## config.mk

```make
export PLATFORM = sky130hd
export DESIGN_NAME = edo_oe_ctrl
export DESIGN_NICKNAME = d
export VERILOG_FILES = /design/src/rtl/edo_oe_pkg.sv /design/src/rtl/edo_oe_run.sv /design/src/rtl/edo_oe_rd_latch.sv /design/src/rtl/edo_oe_ctrl.sv
export SDC_FILE = /design/constraint.sdc
export NUM_CORES = 1
export LEC_CHECK = 0
export ABC_AREA = 0
export ABC_CLOCK_PERIOD_IN_PS = 1230
export BUFFER_PORTS_ARGS = -buffer_cell sky130_fd_sc_hd__buf_2
export CORE_ASPECT_RATIO = 1.1
export CORE_UTILIZATION = 45
export DETAILED_ROUTE_END_ITERATION = 6
export GPL_ROUTABILITY_DRIVEN = 0
export PLACE_DENSITY = 0.75
export SETUP_SLACK_MARGIN = 0.3
export SLEW_MARGIN = 40
export SYNTH_ARGS = -nofsm -noshare
export SYNTH_HDL_FRONTEND = slang
export SYNTH_SLANG_ARGS = --single-unit
```

## constraint.sdc

```tcl
create_clock -name clk -period 1.23 [get_ports clk]
set_clock_uncertainty 0.05 [all_clocks]
set_input_delay 0.246 -clock clk [delete_from_list [all_inputs] [get_ports clk]]
set_output_delay 0.246 -clock clk [all_outputs]
set_load 0.005 [all_outputs]
```

## src/rtl/edo_oe_pkg.sv

```systemverilog
package edo_oe_pkg;
  function automatic int unsigned max3(input int unsigned a, input int unsigned b,
                                       input int unsigned c);
    int unsigned m;
    m = (a > b) ? a : b;
    return (m > c) ? m : c;
  endfunction
endpackage

```

## src/rtl/edo_oe_run.sv

```systemverilog
module edo_oe_run #(
  parameter int unsigned W = 4
) (
  input  logic         clk,
  input  logic         rst,
  input  logic         cnt_en,
  output logic [W-1:0] run_nx,
  output logic [W-1:0] run_q
);
  always_comb begin
    if (!cnt_en)           run_nx = '0;
    else if (run_q == '1)  run_nx = run_q;
    else                   run_nx = run_q + 1'b1;
  end

  always_ff @(posedge clk) begin
    if (rst) run_q <= '0;
    else     run_q <= run_nx;
  end
endmodule

```

## src/rtl/edo_oe_rd_latch.sv

```systemverilog
module edo_oe_rd_latch #(
  parameter int unsigned DW     = 16,
  parameter int unsigned RD_LAT = 2
) (
  input  logic          clk,
  input  logic          rst,
  input  logic          start,
  input  logic [DW-1:0] rd_data,
  output logic [DW-1:0] dq_q,
  output logic          valid_nx
);
  localparam int unsigned CW = $clog2(RD_LAT + 1);

  logic [CW-1:0] cnt_q, cnt_nx;
  logic          valid_q, load;

  always_comb begin
    load = !start && (cnt_q == CW'(1));
    if (start)              cnt_nx = CW'(RD_LAT);
    else if (cnt_q != '0)   cnt_nx = cnt_q - 1'b1;
    else                    cnt_nx = '0;
    if (start)      valid_nx = 1'b0;
    else if (load)  valid_nx = 1'b1;
    else            valid_nx = valid_q;
  end

  always_ff @(posedge clk) begin
    if (rst) begin
      cnt_q   <= '0;
      valid_q <= 1'b0;
      dq_q    <= '0;
    end else begin
      cnt_q   <= cnt_nx;
      valid_q <= valid_nx;
      if (load) dq_q <= rd_data;
    end
  end

  AST_DATA_ONLY_AT_CAPTURE: assert property (@(posedge clk) disable iff (rst)
    ($past(cnt_q) != CW'(1)) |-> $stable(dq_q));
endmodule

```

## src/rtl/edo_oe_ctrl.sv

```systemverilog
module edo_oe_ctrl
  import edo_oe_pkg::*;
#(
  parameter int unsigned DW        = 16,
  parameter int unsigned HOLD_CYC  = 1,
  parameter int unsigned PULSE_CYC = 1,
  parameter int unsigned WPZ_CYC   = 1,
  parameter int unsigned RD_LAT    = 2
) (
  input  logic          clk,
  input  logic          rst,
  input  logic          ras_n,
  input  logic          cas_n,
  input  logic          oe_n,
  input  logic          we_n,
  input  logic [DW-1:0] rd_data,
  output logic [DW-1:0] dq_out,
  output logic          dq_oe
);
  localparam int unsigned TMAX = max3(HOLD_CYC, PULSE_CYC, WPZ_CYC);
  localparam int unsigned RW   = $clog2(TMAX + 1) + 1;

  logic cas_q, fr_q, fr_nx, off_q, off_nx;
  logic cas_fall, cas_rise, rd_start, quiet;
  logic oe_hit, we_hit, valid_nx, drive_nx;
  logic [RW-1:0] oe_run_nx, oe_run_q, we_run_nx, we_run_q;
  logic [RW-1:0] oe_thr;

  assign cas_fall = cas_q && !cas_n;
  assign cas_rise = !cas_q && cas_n;
  assign rd_start = cas_fall && we_n;
  assign quiet    = ras_n && cas_n;

  edo_oe_run #(.W(RW)) u_oe_run (
    .clk(clk), .rst(rst), .cnt_en(cas_n && oe_n),
    .run_nx(oe_run_nx), .run_q(oe_run_q)
  );

  edo_oe_run #(.W(RW)) u_we_run (
    .clk(clk), .rst(rst), .cnt_en(!we_n),
    .run_nx(we_run_nx), .run_q(we_run_q)
  );

  edo_oe_rd_latch #(.DW(DW), .RD_LAT(RD_LAT)) u_rd (
    .clk(clk), .rst(rst), .start(rd_start), .rd_data(rd_data),
    .dq_q(dq_out), .valid_nx(valid_nx)
  );

  always_comb begin
    fr_nx    = cas_rise ? oe_n : (cas_n && oe_n && fr_q);
    oe_thr   = fr_nx ? RW'(HOLD_CYC) : RW'(PULSE_CYC);
    oe_hit   = cas_n && oe_n && (oe_run_nx >= oe_thr);
    we_hit   = !we_n && (we_run_nx >= RW'(WPZ_CYC));
    if (rd_start) off_nx = 1'b0;
    else          off_nx = off_q || oe_hit || we_hit || quiet || (cas_fall && !we_n);
    drive_nx = valid_nx && !off_nx && !oe_n && we_n && !quiet;
  end

  always_ff @(posedge clk) begin
    if (rst) begin
      cas_q <= 1'b1;
      fr_q  <= 1'b0;
      off_q <= 1'b1;
      dq_oe <= 1'b0;
    end else begin
      cas_q <= cas_n;
      fr_q  <= fr_nx;
      off_q <= off_nx;
      dq_oe <= drive_nx;
    end
  end

  AST_IDLE_STROBES_OFF: assert property (@(posedge clk) disable iff (rst)
    (ras_n && cas_n) |=> !dq_oe);
  AST_WRITE_EN_OFF: assert property (@(posedge clk) disable iff (rst)
    !we_n |=> !dq_oe);
  AST_FRESH_READ_BLANK: assert property (@(posedge clk) disable iff (rst)
    (cas_q && !cas_n && we_n) |=> !dq_oe);
  AST_STICKY_WHILE_HIGH: assert property (@(posedge clk) disable iff (rst)
    (off_q && cas_n) |=> off_q);
  AST_DRIVE_NEEDS_OE: assert property (@(posedge clk) disable iff (rst)
    dq_oe |-> $past(!oe_n));
endmodule

```

* Word level (Yosys, flattened, before mapping) *
Index checks and enable logic that the tools add are counted.

word-level totals
  flip-flop bits (word level) = 26
  input port bits = 22
  output and inout bits = 17
  word-level logic and storage cells = 51

cells by class
  $add $sub $neg = 3
  order comparisons = 2
  eq/ne operators = 3
  multiplexer cells = 9
  bitwise logic cells = 1
  reductions and logical operators = 24

operator list
  cell                   number
  $logic_and A1 B1 Y1    12
  $mux W2                6
  $logic_not A1 Y1       6
  $add A2 B1 Y2 const B  2
  $eq A2 B2 Y1 const B   2
  $ge A2 B1 Y1 const B   2
  $logic_or A1 B1 Y1     4
  $mux W1                3
  $reduce_or A3 Y1       1
  $eq A2 B1 Y1 const B   1
  $reduce_bool A2 Y1     1
  $sub A2 B1 Y2 const B  1
  $not A1 Y1             1

* Logic depth before layout (Yosys ltp) *
  word-level depth = 15
  mapped depth = 4
  gate-level depth less buffers = 3

* Hierarchy *
Synthesis repeated with hierarchy kept, for this count alone.

second synthesis, totals
  cells, all modules = 114
  area, all modules = 1138.6 sq um

modules (own cells, without submodules)
  module           instances  cells an instance  area each (sq um)  seq. area each (sq um)
  edo_oe_rd_latch  1          80                 838.3              380.4
  edo_oe_run       2          9                  80.1               40.0
  edo_oe_ctrl      1          16                 140.1              60.1

* Least setup slack after synthesis *
Ideal clock, no wire load.

  kind = reg2reg
  start point = register u_rd.cnt_q[1]
  end point = register u_rd.dq_q[0]
  library setup time = 0.072 ns
  arrival time = 0.996 ns
  required time = 1.108 ns
  slack = 0.113 ns
  cell stages (with the launch flop) = 5
  path buffers = 1
  period minus slack after synthesis = 1.117 ns
  cells stage by stage = dfxtp_1 > nand2b_2 > nor2_8 > buf_12 > mux2i_1

on the way
  longest elaborated chain between the ends = 2

ends and longest elaborated chain
  element                 RTL line               RTL
  from (decl)             edo_oe_rd_latch.sv:14  logic [CW-1:0] cnt_q, cnt_nx;
  from (signal assigned)  edo_oe_rd_latch.sv:33  cnt_q <= cnt_nx;
  $eq A2 B1 Y1            edo_oe_rd_latch.sv:18  load = !start && (cnt_q == CW'(1));
  $logic_and A1 B1 Y1     edo_oe_rd_latch.sv:18
  to (signal assigned)    edo_oe_rd_latch.sv:35  if (load) dq_q <= rd_data;
  to (decl)               edo_oe_rd_latch.sv:9   output logic [DW-1:0] dq_q,

Every way passes these cells.
A chain may end at the register's enable or synchronous reset.

* Final worst setup path *
  start point = register u_rd.cnt_q[1]
  end point = register u_rd.dq_q[1]

Same word-level chain as after synthesis.

==> reports/qor.yml <==
syn2layout_area_growth_pct: 35.6
yosysMostFrequentCell: "nand2b_1"
startpoint_type: "flip-flop"
dieArea_mm2: 0.00231
drc: 0
yosysTopAreaCellShare_pct: 46.1
crit_arrival_ns: 1.33
dp_hpwl_um: 1210
final_net_count: 153
p_int_mw: 0.986
antenna_found_initial: 0
chipWidth_um: 45.9
cp_max_fo: 10
switching_share_pct: 21.9
grt_max_degree: 38
finalPower_mw: 1.26
io_pins: 39
setup_viol_count_final: 0
yosysWarnings: 0
ys_types: 19
hold_path.class: "in2reg"
fin_crit_ns: 1.14
htree_num_levels: 1
finalWirelength_um: 1790
syn_inst: 89
synth-edff-count: 0
clockBufferDepth: 2
clk_pin_slew_ns: 0.12
num_antenna_cells: 0
critical_path_class: "reg2reg"
vdd_drop_max_mv: 0.683
yosysSeqAreaShare_pct: 46.1
powerDensity_mw_per_mm2: 973
core_mm2: 0.00200
synth.area.top_cells: "dfxtp_1 46%, nand2b_1 21%, mux2i_1 17%, buf_12 2.1%, nor2_8 2.1%"
start_util_pct: 47.8
via_count: 740
clock_power_share_pct: 31.2
cts-buffers-inserted: 3
syn_nets: 111
grt_pass1_vias: 659
synth_common_cells: "32 x nand2b_1, 22 x dfxtp_1, 16 x mux2i_1"
die_h_um: 50.3
maxCapViolCount: 0
hold_viol_final: 0
slew_violations: 0
grt_overflow_total: 0
synth_largest_area_cell: "dfxtp_1"
grt_pass1_wl_um: 2650
clock_sinks: 22
wl_per_cell_um: 11.3
rsz0062_at_grt: "true"
power_frac_comb_pct: 10.5
crit_required_ns: 1.42
ys_seq_elements: 22
grt_usage_pct: 16.3
syn_area_per_cell_um2: 10.7
worst_setup_path_end_kind: "flip-flop"
synth_ff_type: "dfxtp_1"
numPortBuffers: 38
final_cells: 158
async_reset_ff_share_pct: 0
leakage_nw: 0.544
tns_ns: 0
worst_slack_ns: 0.0904
firstDrtPassIters: 4
ant_nets: 0
clockRootBuffer: "clkbuf_4"
synth_area_um2: 956
p_seq_share_pct: 58.3
max-slew-margin-rel_pct: 68.7
dr.first_iter.drc_count: 13
tightest_slew_ns: 0.469
place_inst: 151
cts_tree: "built"
fin_crit_sh_pct: 92.7
fmax_mhz: 878
layout-drive-gt1-share_pct: 55.4
status: "finished clean"
preCtsSetupSlack_ns: -0.0454
switchingPower_mw: 0.276
worstSkewPairLatency_ns: 0.30
vias_per_cell: 4.68
rows: 17
==> stage by stage <==
step	utilization, %	hold WS (ns)	cell area [µm²]
CTS	62.5	0.100	1250
floorplan	-	0.282	961
global placement	57.9	0.403	1160
global route	64.8	0.0990	1300
finish	64.8	0.102	1300
detailed placement	57.9	0.397	1160
==> worst paths after layout <==
path / slack [ns] / startpoint / depth (start not counted) / endpoint
worst max register to register: 0.09 / u_rd.cnt_q[1] / 4 / u_rd.dq_q[1]
worst min-delay path: 0.10 / we_n / 2 / off_q
worst max-delay path: 0.09 / u_rd.cnt_q[1] / 4 / u_rd.dq_q[1]
worst min register to register: 0.42 / u_rd.cnt_q[0] / 1 / u_rd.cnt_q[0]
==> layer usage <==
metal  global-route usage, %  wire length, µm
met5                       0                0
met4                    14.7               68
met3                    3.24               83
met2                    26.5              865
met1                    16.6              770
==> power groups by stage <==
stage	combinational [mW]	clock [mW]	sequential (mW)
6_report	0.133	0.394	0.735
5_1_grt	0.144	0.421	0.737
4_1_cts	0.126	0.406	0.734
3_5_place_dp	0.122	0	0.749
3_3_place_gp	0.119	0	0.748
2_1_floorplan	0.0721	0	0.749
==> registers in the layout (all words and copies together), names as in the netlist <==
signal        cells
dq_oe             1
cas_q             1
u_rd.cnt_q        2
off_q             1
u_rd.valid_q      1
u_rd.dq_q        16
==> kinds of logic (layout without fill, tap and decap cells) <==
| group | after synthesis | after routing | synth area share, % |
|---|---|---|---|
| simple gates | 41 | 41 | 29.7 |
| flops | 22 | 22 | 46.1 |
| mux | 16 | 16 | 16.8 |
| buf+inv | 6 | 47 | 4.06 |
| compound gates | 4 | 4 | 3.40 |
==> placed cells by master (no fill, tap or decap) <==
cell type and n:
buf_2 35, nand2b_1 32, dfxtp_2 19, mux2i_1 15, buf_6 4, clkbuf_4 3
dfxtp_1 3, buf_4 2, and3b_4 1, nand2b_4 1, nor2_8 1, or2_2 1
nor2b_1 1, o32ai_2 1, nand3b_1 1, inv_1 1, a211oi_2 1, o22ai_1 1
and4b_1 1, a21oi_1 1, nor2_1 1, nor4b_1 1, mux2i_4 1, clkbuf_8 1
buf_12 1
==> repair_timing <==
action                                  CTS  global route
pin swaps                                 2             4
hold buffers                              0             0
endpoints found under the setup margin   34            36
gates resized for setup                  15            11
setup buffers                             3             0
==> critical path, stage by stage, from the launching register on <==
cell      delay, ns
dfxtp_2        0.34
nand2b_4       0.17
nor2_8         0.13
buf_12         0.15
mux2i_4        0.23
==> final cells by class <==
cell class,count,area (µm²)
multi-input combinational,61,502
tap,28,35.0
timing repair buffer,42,255
clock buffer,4,36.3
fill,187,703
inverter,1,3.75
sequential,22,464
Note: power is estimated with default switching activity, not from simulation.
